===== config.mk =====
export PLATFORM = sky130hd
export DESIGN_NAME = pprd_burst_seq
export DESIGN_NICKNAME = d
export VERILOG_FILES = /design/src/rtl/pprd_pkg.sv /design/src/rtl/pprd_sync.sv /design/src/rtl/pprd_tmo.sv /design/src/rtl/pprd_burst_seq.sv
export SDC_FILE = /design/constraint.sdc
export NUM_CORES = 1
export LEC_CHECK = 0
export ABC_AREA = 0
export BUFFER_PORTS_ARGS = -buffer_cell sky130_fd_sc_hd__buf_4
export CAP_MARGIN = 20
export CORE_MARGIN = 2
export CORE_UTILIZATION = 53
export CTS_BUF_LIST = sky130_fd_sc_hd__clkbuf_8
export DETAILED_ROUTE_END_ITERATION = 16
export MAX_ROUTING_LAYER = met4
export PLACE_DENSITY_LB_ADDON = 0.05
export SLEW_MARGIN = 15
export SYNTH_ARGS = -nofsm -noshare
export SYNTH_HDL_FRONTEND = slang
export SYNTH_SLANG_ARGS = --single-unit

===== constraint.sdc =====
create_clock -name clk -period 2.5 [get_ports clk]
set_input_delay 0.125 -clock clk [delete_from_list [all_inputs] [get_ports clk]]
set_output_delay 0.125 -clock clk [all_outputs]
set_load 0.01 [all_outputs]

===== src/rtl/pprd_pkg.sv =====
package pprd_pkg;

  typedef enum logic [2:0] {
    ST_IDLE, ST_CFG, ST_WRISE, ST_RDBUF, ST_WFALL, ST_STAT
  } pp_state_e;

  localparam logic [15:0] A_INT_REG  = 16'hF241;
  localparam logic [15:0] A_STAT_REG = 16'hF240;
  localparam logic [15:0] BUF0_BASE  = 16'h0200;
  localparam logic [15:0] BUF1_BASE  = 16'h0600;
  localparam logic [15:0] BUFCTL_WORD = 16'h0800;
  localparam logic [15:0] CMD_BLKRD  = 16'h000A;
  localparam logic [2:0]  CFG_LAST   = 3'd6;

  localparam logic [1:0] RES_OK   = 2'd0;
  localparam logic [1:0] RES_FAIL = 2'd1;
  localparam logic [1:0] RES_TMO  = 2'd2;

  function automatic logic [15:0] cfg_addr(input logic [2:0] i);
    case (i)
      3'd0:    cfg_addr = 16'hF100;
      3'd1:    cfg_addr = 16'hF101;
      3'd2:    cfg_addr = 16'hF107;
      3'd3:    cfg_addr = 16'hF104;
      3'd4:    cfg_addr = 16'hF200;
      3'd5:    cfg_addr = A_INT_REG;
      default: cfg_addr = 16'hF220;
    endcase
  endfunction

  function automatic logic [15:0] pages_needed(input logic [15:0] n);
    pages_needed = (n == 16'd0) ? 16'd1 : n;
  endfunction

  function automatic logic [15:0] buf_word_addr(input logic b, input logic [15:0] w);
    buf_word_addr = (b ? BUF1_BASE : BUF0_BASE) + w;
  endfunction

endpackage


===== src/rtl/pprd_sync.sv =====
module pprd_sync (
  input  logic clk,
  input  logic rst_n,
  input  logic din,
  output logic lvl
);
  logic meta;

  always_ff @(posedge clk or negedge rst_n) begin
    if (!rst_n) begin
      meta <= 1'b0;
      lvl  <= 1'b0;
    end else begin
      meta <= din;
      lvl  <= meta;
    end
  end


  sync_delay_chk: assert property (@(posedge clk) disable iff (!rst_n)
    $rose(lvl) |-> $past(din, 2));

endmodule


===== src/rtl/pprd_tmo.sv =====
module pprd_tmo #(
  parameter int LIMIT = 4000
) (
  input  logic clk,
  input  logic rst_n,
  input  logic clr,
  input  logic run,
  output logic expired
);
  localparam int CW = $clog2(LIMIT + 1);
  localparam logic [CW-1:0] LIM = CW'(LIMIT);

  logic [CW-1:0] cnt;

  always_ff @(posedge clk or negedge rst_n) begin
    if (!rst_n)                  cnt <= '0;
    else if (clr)                cnt <= '0;
    else if (run && cnt != LIM)  cnt <= cnt + 1'b1;
  end

  assign expired = (cnt == LIM);


  tmo_hold_chk: assert property (@(posedge clk) disable iff (!rst_n)
    (expired && run && !clr) |=> expired);

endmodule


===== src/rtl/pprd_burst_seq.sv =====
module pprd_burst_seq
  import pprd_pkg::*;
#(
  parameter int WORDS   = 8,
  parameter int TMO_CYC = 4000
) (
  input  logic        clk,
  input  logic        rst_n,
  input  logic        start,
  input  logic        poll_req,
  input  logic        cont_mode,
  input  logic [15:0] blk_addr,
  input  logic [15:0] dbuf_sel,
  input  logic [15:0] page_start,
  input  logic [15:0] page_cnt,
  input  logic        int_pin,
  output logic        bus_req,
  output logic        bus_we,
  output logic [15:0] bus_addr,
  output logic [15:0] bus_wdata,
  input  logic [15:0] bus_rdata,
  input  logic        bus_ack,
  output logic        flash_ce,
  output logic        rd_valid,
  output logic [15:0] rd_data,
  output logic        rd_buf,
  output logic        busy,
  output logic        done,
  output logic [1:0]  err_code
);
  localparam int WW = (WORDS > 1) ? $clog2(WORDS) : 1;
  localparam logic [WW-1:0] LAST_WD = WW'(WORDS - 1);

  pp_state_e   st;
  logic [2:0]  idx;
  logic [15:0] blk_q, sel_q, ps_q, cnt_q, pg;
  logic [WW-1:0] wd;
  logic        pin_q;
  logic [15:0] cfg_word;

  // named internal events
  logic int_lvl, tmo_hit, in_wait, lvl_now, sample_ok;
  logic rise_evt, fall_evt, tmo_take, tmo_clr, last_page;

  pprd_sync u_sync (.clk(clk), .rst_n(rst_n), .din(int_pin), .lvl(int_lvl));

  assign in_wait   = (st == ST_WRISE) || (st == ST_WFALL);
  assign lvl_now   = pin_q ? int_lvl : bus_rdata[15];
  assign sample_ok = pin_q ? 1'b1 : bus_ack;
  assign rise_evt  = (st == ST_WRISE) && sample_ok && lvl_now;
  assign fall_evt  = (st == ST_WFALL) && sample_ok && !lvl_now;
  assign tmo_take  = in_wait && tmo_hit && !rise_evt && !fall_evt &&
                     (pin_q || bus_ack);
  assign tmo_clr   = !in_wait || rise_evt || fall_evt;
  assign last_page = (pg + 16'd1) == pages_needed(cnt_q);

  pprd_tmo #(.LIMIT(TMO_CYC)) u_tmo (
    .clk(clk), .rst_n(rst_n), .clr(tmo_clr), .run(in_wait), .expired(tmo_hit)
  );

  always_comb begin
    case (idx)
      3'd0:    cfg_word = blk_q;
      3'd1:    cfg_word = sel_q;
      3'd2:    cfg_word = ps_q & 16'hFFFC;
      3'd3:    cfg_word = cnt_q;
      3'd4:    cfg_word = BUFCTL_WORD;
      3'd5:    cfg_word = 16'h0000;
      default: cfg_word = CMD_BLKRD;
    endcase
  end

  always_comb begin
    bus_req   = 1'b0;
    bus_we    = 1'b0;
    bus_addr  = 16'h0000;
    bus_wdata = 16'h0000;
    case (st)
      ST_CFG: begin
        bus_req = 1'b1; bus_we = 1'b1;
        bus_addr = cfg_addr(idx); bus_wdata = cfg_word;
      end
      ST_WRISE, ST_WFALL: begin
        bus_req  = !pin_q;
        bus_addr = pin_q ? 16'h0000 : A_INT_REG;
      end
      ST_RDBUF: begin
        bus_req = 1'b1; bus_addr = buf_word_addr(pg[0], 16'(wd));
      end
      ST_STAT: begin
        bus_req = 1'b1; bus_addr = A_STAT_REG;
      end
      default: ;
    endcase
  end

  assign flash_ce = bus_req;
  assign busy     = (st != ST_IDLE);

  always_ff @(posedge clk or negedge rst_n) begin
    if (!rst_n) begin
      st <= ST_IDLE; idx <= '0; pg <= '0; wd <= '0; pin_q <= 1'b1;
      blk_q <= '0; sel_q <= '0; ps_q <= '0; cnt_q <= '0;
      done <= 1'b0; err_code <= RES_OK;
      rd_valid <= 1'b0; rd_data <= '0; rd_buf <= 1'b0;
    end else begin
      done     <= 1'b0;
      rd_valid <= 1'b0;
      case (st)
        ST_IDLE: if (start) begin
          blk_q <= blk_addr; sel_q <= dbuf_sel; ps_q <= page_start; cnt_q <= page_cnt;
          pin_q <= cont_mode | ~poll_req;
          idx <= '0; pg <= '0; wd <= '0; err_code <= RES_OK;
          st <= ST_CFG;
        end
        ST_CFG: if (bus_ack) begin
          if (idx == CFG_LAST) st <= ST_WRISE;
          else                 idx <= idx + 3'd1;
        end
        ST_WRISE, ST_WFALL: begin
          if (rise_evt)      st <= ST_RDBUF;
          else if (fall_evt) st <= ST_WRISE;
          else if (tmo_take) begin
            st <= ST_IDLE; done <= 1'b1; err_code <= RES_TMO;
          end
        end
        ST_RDBUF: if (bus_ack) begin
          rd_valid <= 1'b1; rd_data <= bus_rdata; rd_buf <= pg[0];
          if (wd == LAST_WD) begin
            wd <= '0;
            if (last_page) st <= ST_STAT;
            else begin pg <= pg + 16'd1; st <= ST_WFALL; end
          end else wd <= wd + 1'b1;
        end
        ST_STAT: if (bus_ack) begin
          done <= 1'b1;
          err_code <= bus_rdata[10] ? RES_FAIL : RES_OK;
          st <= ST_IDLE;
        end
        default: st <= ST_IDLE;
      endcase
    end
  end


  req_hold_chk: assert property (@(posedge clk) disable iff (!rst_n)
    (bus_req && !bus_ack) |=> (bus_req && $stable(bus_addr) && $stable(bus_we) && $stable(bus_wdata)));


  ce_int_low_chk: assert property (@(posedge clk) disable iff (!rst_n)
    (in_wait && pin_q && !int_lvl) |-> !flash_ce);


  read_after_int_chk: assert property (@(posedge clk) disable iff (!rst_n)
    (st == ST_RDBUF && $past(st) == ST_WRISE) |->
      ($past(pin_q) ? $past(int_lvl) : $past(bus_ack && bus_rdata[15])));


  done_pulse_chk: assert property (@(posedge clk) disable iff (!rst_n)
    done |=> !done);


  rdv_src_chk: assert property (@(posedge clk) disable iff (!rst_n)
    rd_valid |-> $past(bus_req && bus_ack && !bus_we));


  tmo_src_chk: assert property (@(posedge clk) disable iff (!rst_n)
    (done && err_code == RES_TMO) |-> $past(in_wait));

endmodule


* Word level (Yosys, flattened, before mapping)
Index checks and enable logic that the tools add are counted.
** Operators by class
- Add/sub/neg operators :: 5
- Eq/ne operators :: 27
- Muxes and demuxes :: 49
- Bitwise operators :: 2
- Reduce and logical (&&, ||, !) cells :: 35
** Operator list (count)
- 16-bit two-way mux :: 7
- 16-bit case mux with 6 select lines :: 1
- 16-bit case mux with 4 select lines :: 1
- 10-bit case mux with 6 select lines :: 1
- 3-bit two-way mux :: 14
- 16-bit case mux with 2 select lines :: 1
- 12-bit two-way mux :: 2
- 2-bit != test (second input constant) :: 11
- 3-bit equality test (second input constant) :: 6
- 16-bit by 1-bit adder with 16-bit output (second input constant) :: 1
- 16-bit equality test :: 1
- 16-bit logical NOT :: 1
- 3-bit case mux with 5 select lines :: 1
- 11-bit by 3-bit adder with 12-bit output :: 1
- 12-bit by 1-bit adder with 12-bit output (second input constant) :: 1
- 12-bit equality test (second input constant) :: 1
- 3-bit by 2-bit equality test with 1-bit output (second input constant) :: 4
- 12-bit != test (second input constant) :: 1
- 3-bit case mux with 2 select lines :: 2
- 11-bit two-way mux :: 1
- 1-bit two-way mux :: 10
- 2-bit two-way mux :: 5
- 1-bit logical AND :: 9
- 7-bit AND reduction :: 1
- other kinds (19) :: 34
** Word-level totals
- Flip-flop bits (word level) :: 125
- Input bits :: 87
- Output and inout bits :: 57
- Word-level logic and storage cells :: 135

* Longest topological paths before layout
- Word-level depth :: 11
- Gate-level depth with buffers :: 10
- Mapped depth without buffers :: 9

* Hierarchy
Synthesis repeated with hierarchy kept, for this count alone.
** Unflattened totals
- Cells, all modules :: 802
- Area total of the unflattened synthesis :: 6731.5 µm²
** By module, submodules not included
- pprd_burst_seq :: instances 1, cells each 726, area each 5959.5 µm², sequential area each 2728.9 µm²
- pprd_tmo :: instances 1, cells each 74, area each 721.9 µm², sequential area each 300.3 µm²
- pprd_sync :: instances 1, cells each 2, area each 50.0 µm², sequential area each 50.0 µm²

* Worst setup path after synthesis
OpenSTA, ideal clock, no wires.
- Kind :: register to register
- Start :: register pg[1]
- End :: register pg[11]
- Library setup time :: 0.079 ns
- Data arrival time :: 2.194 ns
- Required time :: 2.421 ns
- Path slack :: 0.227 ns
- Stages on the path, launching flop included :: 10
- Buffers on the path :: 1
- Period minus slack after synthesis :: 2.273 ns
- Cell sequence :: dfrtp_1 ha_1 and4_4 or3_1 o211ai_2 o2111a_1 nand4_2 buf_6 o211ai_2 mux2i_1
** On the way
- Word-level cells in the longest chain between the ends :: 5
- Elaborated cells between the ends (all ways) :: 8
- Classes of those cells :: 1 x add/sub; 2 x eq/ne; 4 x mux; 1 x reduce/logical
** Ends and longest elaborated chain
- from (decl) :: line pprd_burst_seq.sv:36 : logic [15:0] blk_q, sel_q, ps_q, cnt_q, pg;
- from (signal assigned) :: line pprd_burst_seq.sv:102 : st <= ST_IDLE; idx <= '0; pg <= '0; wd <= '0; pin_q <= 1'b1;
- from (signal assigned) :: line pprd_burst_seq.sv:113 : idx <= '0; pg <= '0; wd <= '0; err_code <= RES_OK;
- from (signal assigned) :: line pprd_burst_seq.sv:132 : else begin pg <= pg + 16'd1; st <= ST_WFALL; end
- 16-bit by 1-bit adder with 16-bit output * :: line pprd_burst_seq.sv:55, pprd_burst_seq.sv:132
- branches (longest 4 deep; another with 16-bit equality test)
Mark *: on every way between the ends. The select of a mux whose other input is x is not followed.
A chain may end at the register's enable or synchronous reset.

* Worst setup path in the final report
- Start :: register cnt_q[13]
- End :: register pg[7]
** On the way
- Word-level cells in the longest chain between the ends :: 5
** Ends and longest elaborated chain
- from (decl) :: line pprd_burst_seq.sv:36
- from (signal assigned) :: line pprd_burst_seq.sv:111 : blk_q <= blk_addr; sel_q <= dbuf_sel; ps_q <= page_start; cnt_q <= page_cnt;
- 16-bit logical NOT :: line pprd_pkg.sv:32 : pages_needed = (n == 16'd0) ? 16'd1 : n;
- 16-bit two-way mux * :: line pprd_pkg.sv:32
- 16-bit equality test * :: line pprd_burst_seq.sv:55 : assign last_page = (pg + 16'd1) == pages_needed(cnt_q);
- 2-bit != test (no source line) *
- 5-bit AND reduction (no source line) *
Every way passes the cells marked *; elsewhere a longest branch is shown, timed or not.

==> results.md <==
- Commonest non-fill, non-tap cell in the layout: nand2_1
- Slowest stage cell, crit path: dfrtp_1
- Synth unique cells: 57
- Top_reg_cell synth: dfrtp_1
- Yosys reg bits: 123
- Post-Syn Area: 6553 µm²
- Worst hold margin: 93.03 ps
- Hpwl dp: 11.89 mm
- Root Buffer: clkbuf_8
- Crit path buf inv count: 1
- DP Cell Count: 1053
- Synth async-reset ratio: 100.0%
- Cell Pwr Density: 1038 nW/µm²
- Via density: 5.440
- MaxCap Viol Count: 0
- # H-tree levels: 4
- Chip Width: 115.2 µm
- Core area: 12060 µm²
- Effective utilization at floorplan: 54.33%
- Number of global-route vias before repair: 6192
- Fin Clk Skew: 8.954 ps
- Initial antenna violation count: 1
- DP Area: 7774 µm²
- Fillers: 848
- Syn Inst Count: 775
- Final antenna-violating net count: 0
- Gr usage total: 29.71%
- Finished layout cell area: 9173 µm²
- Clock Latency Late Sink: 440 ps
- Proportion of layout cells with a drive suffix above 1: 22.20%
- CP top delay family: simple AND/OR/NAND/NOR gates
- Tcrit/Tclk final: 94.40%
- Synth warnings: 0
- Port bufs: 137
- DR DRC count: 0
- Finished Layout Cells: 1169
- Detailed Routing Iterations Pass 1: 5
- CP arrival: 2720 ps
- TritonCTS clock tree: done
- Slew margin rel.: 49.03%
- Lkg Pwr: 4.596 nW
- DR WL/cell: 15.80 µm
- Slew Viols, Final: 0
- Die area: 13270 µm²
- Setup Crit Path Kind: register to register
- Total Nets Final: 1085
- # clock sinks: 123
- Period minus WS final: 2360 ps
- Gp weighted congestion: 0.9002
- Vias: 6359
- Remaining Overflow, GRT: 0
- # IOs: 144
- Iteration-0 DRC count of the detailed router: 564
- CTS clk-pin slew, worst paths: 70 ps
- TNS Setup: 0 ps
- Worst VDD drop: 0.5538 mV
- Avg Inst Size Synth: 8.455 µm²
- CTS Buf Count: 17
- Register area share after synthesis: 46.99%
- Tightest Hold Check Type: primary input to register
- Vert. Die Dim: 115.2 µm
- Final Util: 76.05%
- Fmax: 0.4237 GHz
- First-pass GRT wire length: 29.88 mm
- Cell Rows: 40
- Post-synth EDFFs: 0
- Worst path max stage delay: 440 ps
- Measured slew at the worst slew-check pin: 754.7 ps
- Maximum clock path buffer count: 2
- Fin. Hold Viols: 0
- Drt total wl: 18.47 mm
- Final setup viols: 0
- Most frequent cells in the layout: nand2_1, buf_4, dfrtp_1, dlygate4sd3_1, nor2_1
- Layout area overhead: 39.98%
- RSZ-0062 raised after global routing: false
- CP max FO: 9
- Status: complete, no violations
- CP endpoint kind: register
- Critical-path cell list: nor4_1, a41oi_1, xor2_1, nor3_2, nand4_2, buf_4, o211ai_1, mux2i_1
- Largest net degree at the start of global routing: 80
- CP required: 2860 ps
- Startpoint class of the critical path: register
[cells by family after synthesis]
group	Yosys count	synth area share, %
buf+inv	73	4.907
fa+ha+maj	10	1.909
compound gates	123	13.27
simple gates	395	25.80
xor+xnor	31	4.144
flops	123	46.99
other cells	1	0.05723
mux	19	2.921
[worst reg2reg max path, delay by kind of cell (launching register included)]
kind / cells / cell delay [ps]
AO/OA/AOI/OAI: 2 / 410
XOR/XNOR: 1 / 210
buffers and inverters: 1 / 200
flip-flops: 1 / 440
multiplexers: 1 / 220
AND/OR/NAND/NOR: 3 / 810
[path summary, 6_finish.rpt]
check | slack (ps) | startpoint | cells past startpoint | to
setup / recovery | 140 | cnt_q[13] | 8 | pg[7]
hold / removal | 90 | bus_ack | 3 | done
setup reg to reg | 140 | cnt_q[13] | 8 | pg[7]
hold reg to reg | 350 | u_sync.meta | 0 | u_sync.lvl
max in group asynchronous | 1510 | rst_n | 3 | cnt_q[6]
min in group asynchronous | 230 | rst_n | 2 | u_tmo.cnt[4]
[cell type report]
cell class,instances,area (µm²),share of cell area (%)
Multi-Input combinational cell,582,3206,34.95
Sequential cell,123,3079,33.57
Timing Repair Buffer,245,2098,22.88
Clock buffer,19,261.5,2.851
Clock inverter,12,244.0,2.660
Tap cell,168,210.2,2.292
Inverter,19,71.32,0.7775
Antenna cell,1,2.502,0.02728
[flip-flops by register name, indices dropped and copies added (netlist names)]
| signal | count |
|---|---|
| blk_q | 16 |
| cnt_q | 16 |
| done | 1 |
| err_code | 2 |
| idx | 3 |
| pg | 16 |
| pin_q | 1 |
| ps_q | 14 |
| rd_buf | 1 |
| rd_data | 16 |
| rd_valid | 1 |
| sel_q | 16 |
| st | 3 |
| u_sync.lvl | 1 |
| u_sync.meta | 1 |
| u_tmo.cnt | 12 |
| wd | 3 |
[layer usage]
metal  share of wire (%)  track usage, %
met1                  42           36.42
met2                  49           48.04
met3                 4.8           5.851
met4                 3.4           12.77
met5                   0               -
[power by group]
part / switching, W / leakage (nW) / internal (W)
clock: 0.000796 / 0.259 / 0.00144
combinational: 0.00234 / 2.75 / 0.00171
sequential: 0.000546 / 1.58 / 0.00269
[cell usage after synthesis, drive strengths merged, types with 2 or more instances]
cell type  instances  share of area (%)
dfrtp            122                 47
a31oi              5               0.48
a21oi             26                2.0
buf               17                1.7
clkbuf            37                2.1
o21ai             27                2.4
o31a               2               0.27
inv               19                1.1
nor3b              2               0.23
and3b              2               0.27
nand2            284                 16
nor2b              8               0.76
or3                2               0.19
a22o               3               0.40
a21boi             3               0.34
nand3             14                1.1
a222oi             2               0.31
nor4               5               0.48
and4               2               0.34
nor3              15                1.4
mux2i             18                2.7
o22ai              2               0.19
nand4             10                1.5
nor2              43                2.5
o211ai            12                1.5
xnor2             13                1.7
o211a              2               0.31
and3               7               0.67
ha                10                1.9
a22oi             27                3.1
xor2              18                2.4
[metrics by stage]
step / power [W] / worst slack [ps]
6_report: 0.009523 / 139.9
5_1_grt: 0.01016 / 4.336
4_1_cts: 0.009451 / 54.73
3_5_place_dp: 0.007071 / 176.2
3_3_place_gp: 0.006934 / 195.5
2_1_floorplan: 0.005573 / 226.7
[repair_timing]
action | in CTS | in global routing
setup endpoints to repair | 14 | 22
gates resized for setup | 1 | 10
endpoints found under the hold margin | 124 | 0
hold buffers | 82 | 0
setup buffers | 0 | 2
pin swaps | 0 | 0
No activity file was read; power rests on OpenSTA's default activity.
